===== src/rtl/boot_rst_pkg.sv =====
// Shared constants and types of the reset controller.
// Assumes an 8-bit status register; the bit positions below fix the
// layout that software decodes.
package boot_rst_pkg;

    localparam int STATUS_W   = 8;
    localparam int FLAG_BROWN = 0;   // cleared by brown-out event
    localparam int FLAG_POWER = 1;   // cleared by power-on
    localparam int FLAG_SLEEP = 2;   // cleared by pin reset in low-power mode
    localparam int FLAG_WDOG  = 3;   // cleared by watchdog timeout
    localparam int FLAG_SWRST = 4;   // cleared by software reset strobe
    localparam int BIT_BOREN  = 5;   // software brown-out enable (not a flag)
    localparam int FLAG_STKF  = 6;   // cleared by stack full
    localparam int FLAG_STKU  = 7;   // cleared by stack underflow

    // Value loaded at power-on: power and brown-out flags cleared,
    // all other flags set, brown-out enable on.
    localparam logic [STATUS_W-1:0] STATUS_POR_VALUE = 8'hFC;

    typedef enum logic [1:0] {
        SEQ_HOLD  = 2'd0,   // waiting for start-up timers
        SEQ_SHORT = 2'd1,   // fixed short reset window
        SEQ_RUN   = 2'd2    // chip out of reset
    } seq_state_e;

endpackage


===== src/rtl/stage_counter.sv =====
// One start-up timer stage: counts LIMIT enabled steps, then raises a
// sticky done until cleared.
// Assumes LIMIT >= 2; the step input is a one-cycle qualifier.
module stage_counter #(
    parameter int LIMIT = 1024
) (
    input  logic clk,
    input  logic rst_n,
    input  logic clear,
    input  logic step,
    output logic done
);
    localparam int          W    = $clog2(LIMIT);
    localparam logic [W-1:0] LAST = W'(LIMIT - 1);

    logic [W-1:0] cnt;

    // Count qualified steps and latch completion.
    always_ff @(posedge clk) begin
        if (!rst_n || clear) begin
            cnt  <= '0;
            done <= 1'b0;
        end else if (step && !done) begin
            if (cnt == LAST) begin
                done <= 1'b1;
            end else begin
                cnt <= cnt + 1'b1;
            end
        end
    end

    assert_clear_restarts_R2: assert property (@(posedge clk) disable iff (!rst_n)
        clear |=> !done);
    assert_done_sticky_R2: assert property (@(posedge clk) disable iff (!rst_n)
        (done && !clear) |=> done);
    assert_cnt_bound_R2: assert property (@(posedge clk) disable iff (!rst_n)
        cnt <= LAST);
endmodule


===== src/rtl/pin_sync.sv =====
// Two-flop synchronizer for the external reset pin. The request
// asserts asynchronously as soon as the enabled pin goes low. It is
// released synchronously, two clock edges after the pin rises.
// Assumes the pin is active low and that pin_en changes only rarely.
module pin_sync (
    input  logic clk,
    input  logic pin_n,
    input  logic pin_en,
    output logic pin_req
);
    logic       gated_n;
    logic [1:0] stg;

    // Disabled pin reads as inactive.
    always_comb gated_n = pin_n | ~pin_en;

    // Shift in ones; clear at once when the pin asserts.
    always_ff @(posedge clk or negedge gated_n) begin
        if (!gated_n) begin
            stg <= 2'b00;
        end else begin
            stg <= {stg[0], 1'b1};
        end
    end

    // Request is active until the ones reach the last stage.
    always_comb pin_req = ~stg[1];
endmodule


===== src/rtl/rst_flags.sv =====
// Status register. Flag bits are cleared by their events and set by
// software writes of 1; zeros written to flags are ignored. The
// brown-out enable bit follows writes directly.
// Assumes clr_evt is level-sensitive and that an event outranks a
// same-cycle write.
module rst_flags
    import boot_rst_pkg::*;
(
    input  logic                clk,
    input  logic                rst_n,
    input  logic [STATUS_W-1:0] clr_evt,
    input  logic                we,
    input  logic [STATUS_W-1:0] wdata,
    output logic [STATUS_W-1:0] status
);
    for (genvar i = 0; i < STATUS_W; i++) begin : g_bit
        if (i == BIT_BOREN) begin : g_enable
            // Software enable bit: write-through, a tied event forces it on.
            always_ff @(posedge clk) begin
                if (!rst_n) begin
                    status[i] <= STATUS_POR_VALUE[i];
                end else if (clr_evt[i]) begin
                    status[i] <= 1'b1;
                end else if (we) begin
                    status[i] <= wdata[i];
                end
            end

            assert_enable_write_R7: assert property (@(posedge clk) disable iff (!rst_n)
                (we && !clr_evt[i]) |=> (status[i] == $past(wdata[i])));
        end else begin : g_flag
            // Sticky cause flag: event clears, software write of 1 sets.
            always_ff @(posedge clk) begin
                if (!rst_n) begin
                    status[i] <= STATUS_POR_VALUE[i];
                end else if (clr_evt[i]) begin
                    status[i] <= 1'b0;
                end else if (we && wdata[i]) begin
                    status[i] <= 1'b1;
                end
            end

            assert_event_clears_R6: assert property (@(posedge clk) disable iff (!rst_n)
                clr_evt[i] |=> !status[i]);
            assert_write_one_sets_R7: assert property (@(posedge clk) disable iff (!rst_n)
                (we && wdata[i] && !clr_evt[i]) |=> status[i]);
            assert_idle_holds_R7: assert property (@(posedge clk) disable iff (!rst_n)
                (!clr_evt[i] && !(we && wdata[i])) |=> $stable(status[i]));
        end
    end
endmodule


===== src/rtl/rst_sequencer.sv =====
// Reset sequencer. A power event holds the chip until the start-up
// timers finish. A short event holds it for SHORT_CYCLES edges,
// unless a power hold is already in progress.
// Assumes timers_done drops at the edge after a power event.
module rst_sequencer
    import boot_rst_pkg::*;
#(
    parameter int SHORT_CYCLES = 2
) (
    input  logic clk,
    input  logic rst_n,
    input  logic power_evt,
    input  logic short_evt,
    input  logic timers_done,
    output logic chip_rst_n
);
    localparam int           CW   = $clog2(SHORT_CYCLES + 1);
    localparam logic [CW-1:0] LAST = CW'(SHORT_CYCLES - 1);

    seq_state_e    state;
    logic [CW-1:0] cnt;

    // State and short-window counter.
    always_ff @(posedge clk) begin
        if (!rst_n || power_evt) begin
            state <= SEQ_HOLD;
            cnt   <= '0;
        end else if (short_evt) begin
            if (state != SEQ_HOLD) begin
                state <= SEQ_SHORT;
            end
            cnt <= '0;
        end else begin
            case (state)
                SEQ_HOLD: begin
                    if (timers_done) begin
                        state <= SEQ_RUN;
                    end
                end
                SEQ_SHORT: begin
                    if (cnt == LAST) begin
                        state <= SEQ_RUN;
                    end else begin
                        cnt <= cnt + 1'b1;
                    end
                end
                default: state <= SEQ_RUN;
            endcase
        end
    end

    // Chip runs only in the run state.
    always_comb chip_rst_n = (state == SEQ_RUN);

    assert_power_holds_R2: assert property (@(posedge clk) disable iff (!rst_n)
        power_evt |=> !chip_rst_n);
    assert_short_holds_R3: assert property (@(posedge clk) disable iff (!rst_n)
        short_evt |=> !chip_rst_n);
    assert_hold_waits_R9: assert property (@(posedge clk) disable iff (!rst_n)
        (state == SEQ_HOLD && !timers_done) |=> !chip_rst_n);
endmodule


===== src/rtl/boot_reset_ctrl.sv =====
// Top of the reset controller. It merges the reset sources into one
// chip reset, sequences the two cascaded start-up timers, and keeps
// the status flags.
// Assumes all inputs except ext_rst_n are synchronous to clk, and
// that lf_tick is a one-cycle pulse.
module boot_reset_ctrl
    import boot_rst_pkg::*;
#(
    parameter int PWRT_TICKS   = 2048,
    parameter int OST_CYCLES   = 1024,
    parameter int SHORT_CYCLES = 2
) (
    input  logic                clk,
    input  logic                por_n,
    input  logic                lf_tick,
    input  logic                ext_rst_n,
    input  logic                ext_rst_en,
    input  logic                low_power,
    input  logic                wdt_timeout,
    input  logic                bor_detect,
    input  logic                bor_en,
    input  logic                sw_reset,
    input  logic                stack_full,
    input  logic                stack_under,
    input  logic                stat_we,
    input  logic [STATUS_W-1:0] stat_wdata,
    output logic [STATUS_W-1:0] stat_rdata,
    output logic                chip_rst_n
);
    logic                pin_req;
    logic                bor_evt;
    logic                short_evt;
    logic                pwrt_done;
    logic                ost_done;
    logic [STATUS_W-1:0] clr_evt;

    pin_sync u_pin_sync (
        .clk     (clk),
        .pin_n   (ext_rst_n),
        .pin_en  (ext_rst_en),
        .pin_req (pin_req)
    );

    // Event decode: brown-out needs both enables, short events are merged.
    always_comb begin
        bor_evt   = bor_detect & bor_en & stat_rdata[BIT_BOREN];
        short_evt = wdt_timeout | sw_reset | stack_full | stack_under | pin_req;
    end

    // Map each event onto the flag it clears.
    always_comb begin
        clr_evt             = '0;
        clr_evt[FLAG_BROWN] = bor_evt;
        clr_evt[FLAG_SLEEP] = pin_req & low_power;
        clr_evt[FLAG_WDOG]  = wdt_timeout;
        clr_evt[FLAG_SWRST] = sw_reset;
        clr_evt[FLAG_STKF]  = stack_full;
        clr_evt[FLAG_STKU]  = stack_under;
    end

    stage_counter #(.LIMIT(PWRT_TICKS)) u_pwrt (
        .clk   (clk),
        .rst_n (por_n),
        .clear (bor_evt),
        .step  (lf_tick),
        .done  (pwrt_done)
    );

    stage_counter #(.LIMIT(OST_CYCLES)) u_ost (
        .clk   (clk),
        .rst_n (por_n),
        .clear (bor_evt),
        .step  (pwrt_done),
        .done  (ost_done)
    );

    rst_flags u_flags (
        .clk     (clk),
        .rst_n   (por_n),
        .clr_evt (clr_evt),
        .we      (stat_we),
        .wdata   (stat_wdata),
        .status  (stat_rdata)
    );

    rst_sequencer #(.SHORT_CYCLES(SHORT_CYCLES)) u_seq (
        .clk         (clk),
        .rst_n       (por_n),
        .power_evt   (bor_evt),
        .short_evt   (short_evt),
        .timers_done (ost_done),
        .chip_rst_n  (chip_rst_n)
    );

    assert_ost_after_pwrt_R2: assert property (@(posedge clk) disable iff (!por_n)
        ost_done |-> pwrt_done);
    assert_bor_gated_R5: assert property (@(posedge clk) disable iff (!por_n)
        (bor_detect && !bor_en && !short_evt && chip_rst_n) |=> chip_rst_n);
endmodule


===== config.mk =====
export PLATFORM = sky130hd
export DESIGN_NAME = boot_reset_ctrl
export DESIGN_NICKNAME = d
export VERILOG_FILES = /design/src/rtl/boot_rst_pkg.sv /design/src/rtl/stage_counter.sv /design/src/rtl/pin_sync.sv /design/src/rtl/rst_flags.sv /design/src/rtl/rst_sequencer.sv /design/src/rtl/boot_reset_ctrl.sv
export SDC_FILE = /design/constraint.sdc
export NUM_CORES = 1
export LEC_CHECK = 0
export CORE_MARGIN = 2
export CORE_UTILIZATION = 50
export CTS_CLUSTER_SIZE = 28
export DETAILED_ROUTE_END_ITERATION = 8
export PLACE_DENSITY_LB_ADDON = 0.15
export REMOVE_ABC_BUFFERS = 1
export SYNTH_ARGS = -nofsm -noshare
export SYNTH_HDL_FRONTEND = slang
export SYNTH_SLANG_ARGS = --single-unit

===== constraint.sdc =====
create_clock -name clk -period 2.05 [get_ports clk]
set_clock_uncertainty 0.15 [all_clocks]
set_input_delay 0.205 -clock clk [delete_from_list [all_inputs] [get_ports clk]]
set_output_delay 0.205 -clock clk [all_outputs]
set_load 0.01 [all_outputs]

==> impl_metrics.toml <==
[status]
status = "completed"

[power_and_ir_drop]
peakVddDrop_mv = 0.4358
p_leak_uw = 0.0007318
powerDensity_nw_per_um2 = 598.6

[yosys]
synth_seq_cells = 37
syn_avg_cell_area_sq_um = 9.269
syn_area_sq_um = 1659
async_flop_share_pct = 5.405
syn_inst = 179
synth_edf_count = 0
ys_warn_count = 0
yosysSeqAreaShare_pct = 45.25
ys.flop_type = "dfxtp_1"
synth_cell_type_count = 46

[route]
via_count = 1424
wl_per_cell_um = 13.88
drt_wl_total_mm = 3.582
drt-pass1-iter-count = 4
drt-initial-drc-count = 79
drc = 0
ant_nets = 0
via_per_inst = 5.519

[clock_tree]
htreeDepth = 2
path_clk_slew_ns = 0.12
cts-resized-gates = 0
cts_num_sinks = 37
cts_tree = "done"
cts_root_buffer = "clkbuf_4"
max-clock-path-buffers = 2
cts_setup_buffers = 0
numCtsBuffers = 5
clock_latency_ns = 0.35

[timing]
tightestPinTransition_ns = 0.6773
hold_viol = 0
slew_headroom_pct = 54.70
maxSlewViolCount = 0
timing.setup.tns_ns = 0
setup_violations = 0
fin_crit_ns = 1.868
finalCritPeriodShare_pct = 91.11
max_freq_ghz = 0.5354
setup_ws_ns = 0.1822
rsz0062_at_grt = "no"

[die]
dieWidth_um = 61.61
start_util_pct = 53.47
fp-row-count = 20
chipHeight_um = 61.61
io_pins = 30
fp.coreArea_sq_um = 3103
dieArea_sq_um = 3795

[placement]
dp_slack_ns = 0.1237
dp_hpwl_mm = 2.611
io_buffers = 29
placed_cells = 248
globalplace.congestion = 0.8509

[critical_path]
worstReg2RegEnd = "u_pwrt.cnt[5]"
path_class = "reg2reg"
r2r_cells = 4
r2r_slack_ns = 0.18
crit_slowest_cell = "o41ai_4"
rr_startpoint = "u_pwrt.cnt[4]"
critical_path_arrival_ns = 1.94
cp-end-kind = "flip-flop"
path_cells = "nand4_1 -> o41ai_4 -> or3_2 -> a21oi_1"
critPathRequiredTime_ns = 2.13
start_kind = "flip-flop"
cp_max_fo = 13
cpPeakStageDelay_ns = 0.70

[grt]
grt_max_degree = 14
grt_pass1_wl_mm = 6.085
grt.total_usage_pct = 22.15
antenna_found_initial = 0
first_global_vias = 1364
overflow = 0

[hold_path]
worst_hold_path.num_cells = 0
hold_path.class = "reg2reg"
hold_start = "u_pin_sync.stg[0]"
hold_end = "u_pin_sync.stg[1]"

[layout]
synthToLayoutAreaGrowth_pct = 24.13
final-instance-count-excl-fill = 258
final_nets = 237
drive_above_1_share_pct = 10.28
antenna_cells = 0

[flow_run]
max-cap-violations = 0
## registers in the layout, indices dropped and copies added, names as in the netlist
register,cells
u_seq.cnt,2
u_ost.done,1
u_ost.cnt,10
u_pin_sync.stg,2
u_seq.state,2
u_pwrt.cnt,11
u_pwrt.done,1
u_flags.status,8
## final cells by class
| class | instances | area, sq um |
|---|---|---|
| Clock buffer | 6 | 41.29 |
| Clock inverter | 2 | 10.01 |
| Fill cell | 278 | 1044 |
| Inverter | 6 | 22.52 |
| Multi-Input combinational cell | 130 | 854.6 |
| Sequential cell | 37 | 750.7 |
| Tap cell | 44 | 55.05 |
| Timing Repair Buffer | 33 | 325.3 |
## power by group
group          switching [uW]  leakage [uW]  internal, uW  total (uW)
clock network             239     0.0000320           131         369
logic                    48.5      0.000393          70.7         119
registers                9.14      0.000306           735         744
total                     296      0.000732           936        1230
## layout by cell type (no fill, tap or decap), drive strengths merged, types with 3 or more instances in the layout
cell type      count
a211oi             3
a21oi             14
a311oi             3
a31oi              3
and2               5
and4               3
clkbuf             6
clkdlybuf4s50     29
dfxtp             35
ha                 3
inv                6
mux2i              3
nand2              8
nand3              7
nand4              8
nor2              18
nor2b              6
o21ai             15
or3                5
xnor2              6
## logic make-up after synthesis
kind of cell,Yosys count,synth area share [%]
other,1,0.2260
buffers and inverters,12,3.242
AOI/OAI and AO/OA,46,19.61
DFF,37,45.25
adders and majority gates,3,2.263
and+or+nand+nor,69,23.38
xor gates and xnor gates,8,4.223
muxes,3,1.810
## layer usage
| metal | share of wire [%] | global-route usage (%) |
|---|---|---|
| met1 | 42 | 25.78 |
| met2 | 54 | 37.59 |
| met3 | 3.8 | 7.773 |
| met4 | 0.45 | 7.903 |
| met5 | 0 | 0 |
## how the worst max path moves through the flow
stage | cells after the start | slack (ns) | start | end
3_5_place_dp | 5 | 0.12 | u_pwrt.cnt[0] | u_pwrt.cnt[5]
2_1_floorplan | 5 | 0.28 | u_pwrt.cnt[0] | u_pwrt.cnt[7]
6_report | 4 | 0.18 | u_pwrt.cnt[4] | u_pwrt.cnt[5]
4_1_cts | 5 | 0.11 | u_pwrt.cnt[0] | u_pwrt.cnt[5]
5_1_grt | 4 | 0.03 | u_pwrt.cnt[4] | u_pwrt.cnt[5]
3_3_place_gp | 5 | 0.18 | lf_tick | u_pwrt.cnt[7]
## critical path: cells and delay by family (launching register included)
kind / cells / cell delay, ns
AOI/OAI and AO/OA: 2 / 0.76
DFF: 1 / 0.43
and+or+nand+nor: 2 / 0.40
## repair_timing
action	4_1_cts	5_1_grt
setup endpoints to repair	0	6
endpoints found under the hold margin	2	0
hold buffers	2	0
## per-stage QoR
stage	power (uW)	util [%]	hold WS [ns]	area, sq um
final	1233	66.37	0.2158	2059
after CTS	1247	66.37	0.2191	2059
after global placement	872.5	64.07	0.1842	1988
after floorplan	798.1	-	-0.1897	1628
after global routing	1301	66.37	0.2410	2059
after detailed placement	876.3	64.07	0.1936	1988
## cell usage after synthesis (all sizes together), types with 4 or more instances
master	n	area (sq um)
or3	5	36.29
a21oi	14	73.82
dfxtp	35	700.7
nor2	18	67.56
xnor2	6	52.55
inv	6	22.52
and2	5	32.53
nand3	7	35.03
o21ai	15	82.58
nand2	8	30.03
nor2b	6	40.04
nand4	8	56.30
clkbuf	4	15.01
No activity file was read; power rests on OpenSTA's default activity.
